$ cat src/rtl/lfw_pkg.sv
package lfw_pkg;

  typedef enum logic [1:0] {
    LK_SHUT = 2'd0,
    LK_HALF = 2'd1,
    LK_OPEN = 2'd2
  } lk_state_e;

  localparam logic [1:0] PW_RUN   = 2'd0;
  localparam logic [1:0] PW_SLEEP = 2'd1;
  localparam logic [1:0] PW_DEEP  = 2'd2;
  localparam logic [1:0] PW_HIB   = 2'd3;

  localparam int ADDR_W = 3;
  localparam logic [ADDR_W-1:0] RA_KEY   = 3'd0;
  localparam logic [ADDR_W-1:0] RA_MATCH = 3'd1;
  localparam logic [ADDR_W-1:0] RA_CFG   = 3'd2;
  localparam logic [ADDR_W-1:0] RA_STAT  = 3'd3;
  localparam logic [ADDR_W-1:0] RA_CNT   = 3'd4;

endpackage

$ cat src/rtl/lfw_keylock.sv
module lfw_keylock
  import lfw_pkg::*;
#(
  parameter int KEY_W = 16,
  parameter logic [KEY_W-1:0] KEY_FIRST  = 16'hACED,
  parameter logic [KEY_W-1:0] KEY_SECOND = 16'h5EED
) (
  input  logic             clk,
  input  logic             rst_n,
  input  logic             key_we,
  input  logic [KEY_W-1:0] key_data,
  input  logic             relock,
  output logic             locked
);

  lk_state_e st_q, st_d;

  always_comb begin
    st_d = st_q;
    if (relock) begin
      st_d = LK_SHUT;
    end else if (key_we) begin
      if (key_data == KEY_FIRST)
        st_d = LK_HALF;
      else if (key_data == KEY_SECOND && st_q == LK_HALF)
        st_d = LK_OPEN;
      else
        st_d = LK_SHUT;
    end
  end

  always_ff @(posedge clk or negedge rst_n) begin
    if (!rst_n) st_q <= LK_SHUT;
    else        st_q <= st_d;
  end

  assign locked = (st_q != LK_OPEN);

  // the lock opens only right after the second key
  a_r5_open_needs_key: assert property (@(posedge clk) disable iff (!rst_n)
    $fell(locked) |-> $past(key_we && key_data == KEY_SECOND));

  // a wake-exit pulse always leaves the lock closed
  a_r6_relock: assert property (@(posedge clk) disable iff (!rst_n)
    relock |=> locked);

endmodule

$ cat src/rtl/lfw_timebase.sv
module lfw_timebase #(
  parameter int CNT_W   = 16,
  parameter int IGN_MAX = 12,
  parameter int IGN_W   = $clog2(IGN_MAX + 1)
) (
  input  logic             clk,
  input  logic             rst_n,
  input  logic [IGN_W-1:0] ign,
  input  logic [CNT_W-1:0] match_val,
  output logic [CNT_W-1:0] count,
  output logic             hit
);

  logic [CNT_W-1:0] cnt_q, cnt_d;
  logic [IGN_W-1:0] ign_eff;
  logic [CNT_W-1:0] keep;
  logic             eq, eq_q;

  assign ign_eff = (ign > IGN_W'(IGN_MAX)) ? IGN_W'(IGN_MAX) : ign;

  // bit b takes part in the compare when b <= CNT_W-1-N
  for (genvar b = 0; b < CNT_W; b++) begin : g_keep
    localparam int LIM = CNT_W - 1 - b;
    assign keep[b] = (int'(ign_eff) <= LIM);
  end

  assign cnt_d = cnt_q + 1'b1;
  assign eq    = ((cnt_q ^ match_val) & keep) == '0;
  assign hit   = eq & ~eq_q;

  always_ff @(posedge clk or negedge rst_n) begin
    if (!rst_n) begin
      cnt_q <= '0;
      eq_q  <= 1'b1;
    end else begin
      cnt_q <= cnt_d;
      eq_q  <= eq;
    end
  end

  assign count = cnt_q;

  // free-running step, no reload on a match
  a_r1_count_step: assert property (@(posedge clk) disable iff (!rst_n)
    1'b1 |=> cnt_q == CNT_W'($past(cnt_q) + 1'b1));

  // no back-to-back events from one equality interval
  a_r3_single_event: assert property (@(posedge clk) disable iff (!rst_n)
    hit |=> !hit);

endmodule

$ cat src/rtl/lfw_route.sv
module lfw_route
  import lfw_pkg::*;
(
  input  logic       clk,
  input  logic       rst_n,
  input  logic       hit,
  input  logic       rst_mode,
  input  logic [1:0] pwr,
  input  logic       mask,
  input  logic       clr_we,
  input  logic       clr_bit,
  output logic       pending,
  output logic       irq,
  output logic       wake,
  output logic       rst_req
);

  logic pend_q, pend_d;
  logic rst_q, rst_d;
  logic int_path;

  assign int_path = !rst_mode && (pwr != PW_HIB);

  always_comb begin
    pend_d = pend_q;
    if (hit && int_path)
      pend_d = 1'b1;
    else if (clr_we && clr_bit)
      pend_d = 1'b0;
    rst_d = hit && !int_path;
  end

  always_ff @(posedge clk or negedge rst_n) begin
    if (!rst_n) begin
      pend_q <= 1'b0;
      rst_q  <= 1'b0;
    end else begin
      pend_q <= pend_d;
      rst_q  <= rst_d;
    end
  end

  assign pending = pend_q;
  assign irq     = pend_q & mask;
  assign wake    = irq & ((pwr == PW_SLEEP) || (pwr == PW_DEEP));
  assign rst_req = rst_q;

  // reset request lasts a single cycle
  a_r10_rst_pulse: assert property (@(posedge clk) disable iff (!rst_n)
    rst_req |=> !rst_req);

  // pending never rises through the reset path
  a_r10_no_pend_on_reset: assert property (@(posedge clk) disable iff (!rst_n)
    $rose(pend_q) |-> $past(int_path));

  // a clear without a coinciding event empties the flag
  a_r7_w1c: assert property (@(posedge clk) disable iff (!rst_n)
    (clr_we && clr_bit && !hit) |=> !pend_q);

endmodule

$ cat src/rtl/lf_watchdog.sv
module lf_watchdog
  import lfw_pkg::*;
#(
  parameter int CNT_W   = 16,
  parameter int IGN_MAX = 12,
  parameter logic [CNT_W-1:0] KEY_FIRST  = 16'hACED,
  parameter logic [CNT_W-1:0] KEY_SECOND = 16'h5EED
) (
  input  logic             lf_clk,
  input  logic             rst_n,
  input  logic             bus_we,
  input  logic [2:0]       bus_waddr,
  input  logic [CNT_W-1:0] bus_wdata,
  input  logic [2:0]       bus_raddr,
  output logic [CNT_W-1:0] bus_rdata,
  input  logic             sleep_exit,
  input  logic [1:0]       pwr_mode,
  output logic             match_irq,
  output logic             wake_req,
  output logic             sys_rst_req
);

  localparam int IGN_W   = $clog2(IGN_MAX + 1);
  localparam int MODE_B  = IGN_W;
  localparam int MASK_B  = IGN_W + 1;
  localparam int CFG_W   = IGN_W + 2;

  logic             locked;
  logic             key_we, match_we, cfg_we, stat_we;
  logic [CNT_W-1:0] match_q, match_d;
  logic [IGN_W-1:0] ign_q, ign_d;
  logic             mode_q, mode_d, mask_q, mask_d;
  logic [CNT_W-1:0] count;
  logic             hit, pending;

  assign key_we   = bus_we && (bus_waddr == RA_KEY);
  assign match_we = bus_we && (bus_waddr == RA_MATCH) && !locked;
  assign cfg_we   = bus_we && (bus_waddr == RA_CFG) && !locked;
  assign stat_we  = bus_we && (bus_waddr == RA_STAT);

  lfw_keylock #(
    .KEY_W(CNT_W), .KEY_FIRST(KEY_FIRST), .KEY_SECOND(KEY_SECOND)
  ) u_lock (
    .clk(lf_clk), .rst_n(rst_n), .key_we(key_we), .key_data(bus_wdata),
    .relock(sleep_exit), .locked(locked)
  );

  always_comb begin
    match_d = match_q;
    ign_d   = ign_q;
    mode_d  = mode_q;
    mask_d  = mask_q;
    if (match_we) match_d = bus_wdata;
    if (cfg_we) begin
      ign_d  = bus_wdata[IGN_W-1:0];
      mode_d = bus_wdata[MODE_B];
      mask_d = bus_wdata[MASK_B];
    end
  end

  always_ff @(posedge lf_clk or negedge rst_n) begin
    if (!rst_n) begin
      match_q <= '0;
      ign_q   <= '0;
      mode_q  <= 1'b0;
      mask_q  <= 1'b0;
    end else begin
      match_q <= match_d;
      ign_q   <= ign_d;
      mode_q  <= mode_d;
      mask_q  <= mask_d;
    end
  end

  lfw_timebase #(
    .CNT_W(CNT_W), .IGN_MAX(IGN_MAX), .IGN_W(IGN_W)
  ) u_time (
    .clk(lf_clk), .rst_n(rst_n), .ign(ign_q), .match_val(match_q),
    .count(count), .hit(hit)
  );

  lfw_route u_route (
    .clk(lf_clk), .rst_n(rst_n), .hit(hit), .rst_mode(mode_q),
    .pwr(pwr_mode), .mask(mask_q), .clr_we(stat_we), .clr_bit(bus_wdata[0]),
    .pending(pending), .irq(match_irq), .wake(wake_req), .rst_req(sys_rst_req)
  );

  always_comb begin
    bus_rdata = '0;
    case (bus_raddr)
      RA_KEY:   bus_rdata[0] = locked;
      RA_MATCH: bus_rdata = match_q;
      RA_CFG:   bus_rdata[CFG_W-1:0] = {mask_q, mode_q, ign_q};
      RA_STAT:  bus_rdata[0] = pending;
      RA_CNT:   bus_rdata = count;
      default:  bus_rdata = '0;
    endcase
  end

  // a locked block keeps its match value
  a_r4_locked_match: assert property (@(posedge lf_clk) disable iff (!rst_n)
    (locked && bus_we && bus_waddr == RA_MATCH) |=> $stable(match_q));

  // a locked block keeps its configuration
  a_r4_locked_cfg: assert property (@(posedge lf_clk) disable iff (!rst_n)
    (locked && bus_we && bus_waddr == RA_CFG) |=> $stable({mask_q, mode_q, ign_q}));

endmodule

$ cat config.mk
export PLATFORM = sky130hd
export DESIGN_NAME = lf_watchdog
export DESIGN_NICKNAME = d
export VERILOG_FILES = /design/src/rtl/lfw_pkg.sv /design/src/rtl/lfw_keylock.sv /design/src/rtl/lfw_timebase.sv /design/src/rtl/lfw_route.sv /design/src/rtl/lf_watchdog.sv
export SDC_FILE = /design/constraint.sdc
export NUM_CORES = 1
export LEC_CHECK = 0
export BUFFER_PORTS_ARGS = -buffer_cell sky130_fd_sc_hd__buf_2
export CAP_MARGIN = 5
export CORE_MARGIN = 4
export CORE_UTILIZATION = 45
export CTS_CLUSTER_SIZE = 25
export DETAILED_ROUTE_END_ITERATION = 10
export GPL_TIMING_DRIVEN = 1
export PLACE_DENSITY = 0.7
export REMOVE_ABC_BUFFERS = 1
export SKIP_LAST_GASP = 1
export SLEW_MARGIN = 20
export SYNTH_ARGS = -nofsm -noshare
export SYNTH_HDL_FRONTEND = slang
export SYNTH_SLANG_ARGS = --single-unit
$ cat constraint.sdc
create_clock -name lf_clk -period 2.2 [get_ports lf_clk]
set_input_delay 0.66 -clock lf_clk [delete_from_list [all_inputs] [get_ports lf_clk]]
set_output_delay 0.66 -clock lf_clk [all_outputs]
set_load 0.02 [all_outputs]
==> impl_metrics.env <==
export IMPL_synth_seq_cells=43
export IMPL_die_area_sq_um=6500
export IMPL_worstSetupStartpointType="input pin"
export IMPL_synth_top_area_share_pct=44.28
export IMPL_start_util_pct=46.47
export IMPL_synth_area_leaders="dfrtp_1 44%, mux2_2 10%, xnor2_1 8.5%"
export IMPL_rr_worst_depth=5
export IMPL_totalPowerFinal_uw=1465
export IMPL_clock_sinks=43
export IMPL_finalHoldViolCount=0
export IMPL_hp_class="input pin to asynchronous set/reset pin"
export IMPL_io_buffers=46
export IMPL_place_inst=338
export IMPL_crit_required_ps=1540
export IMPL_io_pins=47
export IMPL_failed_checks="negative setup slack"
export IMPL_drtIter0Drc=180
export IMPL_via_per_inst=5.399
export IMPL_async_reset_ff_share_pct=100.0
export IMPL_synth_most_common_cell="dfrtp_1"
export IMPL_clk_latency_ps=300
export IMPL_setup_viol=5
export IMPL_die_x_um=80.63
export IMPL_end_kind="output pin"
export IMPL_coreArea_sq_um=5107
export IMPL_routedWlPerCell_um=15.78
export IMPL_antenna_cells=0
export IMPL_final_cells=346
export IMPL_synth_edf_count=0
export IMPL_worst_pin_slew_ps=499.8
export IMPL_die_y_um=80.63
export IMPL_h_tree_depth=2
export IMPL_synthCells=222
export IMPL_drv_cap=0
export IMPL_pre_cts_ws_ps=-268.4
export IMPL_place_congestion=0.8045
export IMPL_synthTopCellsByCount="42 x dfrtp_1, 23 x xnor2_1, 22 x mux2_2"
export IMPL_antenna_found_initial=0
export IMPL_max_freq_ghz=0.4379
export IMPL_route_detailed_drc=0
export IMPL_cts_buffer_depth=2
export IMPL_rsz0062_at_grt="true"
export IMPL_power_density_nw_per_um2=504.9
export IMPL_grt_max_degree=25
export IMPL_grt_pass1_wl_mm=8.942
export IMPL_routed_wl_mm=5.460
export IMPL_grt_overflow=0
export IMPL_first_pass_iters=4
export IMPL_switching_share_pct=25.64
export IMPL_path_clk_slew_ps=80
export IMPL_syn_area_sq_um=2374
export IMPL_p_comb_share_pct=10.1
export IMPL_syn_avg_cell_area_sq_um=10.69
export IMPL_status="complete, but fails checks"
export IMPL_synth_cell_types=40
export IMPL_syn2layout_area_growth_pct=22.25
export IMPL_multi_input_area_sq_um=1259
export IMPL_maxSlewViolCount=0
export IMPL_p_leak_uw=0.001400
export IMPL_rows=26
export IMPL_ys_seq_area_share_pct=45.39
export IMPL_nNetsFinal=305
export IMPL_yosysTopAreaCell="dfrtp_1"
export IMPL_grt_pass1_vias=1744
export IMPL_hpwl_mm=4.186
export IMPL_postRouteAntennaNets=0
export IMPL_clockRootBuffer="clkbuf_8"
export IMPL_tritoncts="built"
export IMPL_final_setup_worst_slack_ps=-83.73
export IMPL_p_int_uw=1089
export IMPL_post_route_min_period_ps=2284
export IMPL_fin_crit_sh_pct=103.8
export IMPL_path_max_fanout=3
export IMPL_globalRouteTotalUtil_pct=18.16
export IMPL_power_frac_seq_pct=55.5
export IMPL_finalClockSkew_ps=8.714
export IMPL_criticalPathCategory="input pin to output pin"
export IMPL_clkPwrFrac_pct=34.4
export IMPL_vdd_drop_max_mv=0.3622
export IMPL_final_util_pct=56.81
export IMPL_fillers=452
export IMPL_relSlewSlack_pct=66.68
export IMPL_numCtsBuffers=5
export IMPL_ys_flop_type="dfrtp_1"
export IMPL_synth_warnings=0
export IMPL_switchingPower_uw=375.7
export IMPL_cp_arrival_ps=1620
export IMPL_vias=1868
export IMPL_regArea_sq_um=1077
export IMPL_drive_above_1_share_pct=36.59
==> flip-flops by register name, summed over array words and instances (netlist names) <==
register / cells
match_q: 16
u_time.count: 16
ign_q: 4
u_lock.st_q: 2
mask_q: 1
mode_q: 1
u_route.pending: 1
u_route.rst_req: 1
u_time.eq_q: 1
==> metrics by stage <==
step,instance area (sq um),hold WS (ps),TNS [ps]
floorplan,2321,364.4,-5.099
global placement,2741,496.1,-2967
detailed placement,2741,514.6,-2990
CTS,2892,324.3,-146.2
global route,2902,350.8,-1082
finish,2902,317.0,-168.9
==> power by group through the flow <==
stage                     clock network [uW]  registers (uW)  logic (uW)
after floorplan                            0             823        53.4
after global placement                     0             828         136
after detailed placement                   0             828         138
after CTS                                525             812         148
after global routing                     552             814         164
final                                    505             812         148
==> cell type report <==
cell class              count  area share, %
clock buffers               5          2.372
repair buffers             58          12.63
clock inverters             3         0.6900
inverters                   6         0.7762
flip-flops and latches     43          37.13
multi-input cells         161          43.38
well taps                  70          3.019
==> worst max-delay path: stages <==
cell     delay, ps
buf_8           80
buf_6           90
mux4_2         500
nand2_2         80
o41ai_2         60
buf_4          160
==> final timing paths <==
path | start | to | slack [ps]
setup reg to reg | u_time.count[9] | u_route.pending | 560
max in group asynchronous | rst_n | u_time.eq_q | 1320
hold reg to reg | u_time.count[15] | u_time.count[15] | 540
min in group lf_clk | u_time.count[15] | u_time.count[15] | 540
setup / recovery | bus_raddr[0] | bus_rdata[0] | -80
hold / removal | rst_n | u_time.count[2] | 320
==> cell families (layout without fill, tap and decap cells) <==
| logic type | after synthesis | in the layout | synth area share [%] |
|---|---|---|---|
| AO/OA/AOI/OAI | 36 | 36 | 10.75 |
| XOR/XNOR | 30 | 30 | 11.07 |
| multiplexers | 23 | 23 | 11.39 |
| buffers and inverters | 18 | 72 | 3.163 |
| flip-flops | 43 | 43 | 45.39 |
| adder cells (fa/ha/maj) | 3 | 3 | 1.529 |
| AND/OR/NAND/NOR | 69 | 69 | 16.71 |
==> layer usage <==
metal | vias to the layer above | track usage (%) | part of all wire (%)
li1 | 906 | - | -
met1 | 913 | 26.67 | 47
met3 | 4 | 3.363 | 4.4
met5 | - | 0 | 0
met2 | 45 | 27.57 | 48
met4 | 0 | 4.392 | 0.82
==> layout by cell type, fill, tap and decap left out, types with 6 or more instances in the layout <==
cell type / synthesis / routed
buf_4: 1 / 18
nand4_1: 6 / 6
dfrtp_1: 42 / 42
nor2_1: 13 / 13
buf_2: 3 / 37
xor2_1: 7 / 7
mux2_2: 22 / 22
nand2_1: 13 / 12
xnor2_1: 23 / 23
nor3_1: 7 / 7
a22oi_1: 16 / 15
==> repair_timing <==
| action | 4_1_cts | 5_1_grt |
|---|---|---|
| pin swaps | 3 | 0 |
| endpoints found under the hold margin | 0 | 0 |
| gates resized for setup | 20 | 4 |
| cloned | 0 | 0 |
| hold buffers | 0 | 0 |
| endpoints found under the setup margin | 16 | 16 |
| buffers inserted | 1 | 0 |
Note: power is estimated with default switching activity, not from simulation.
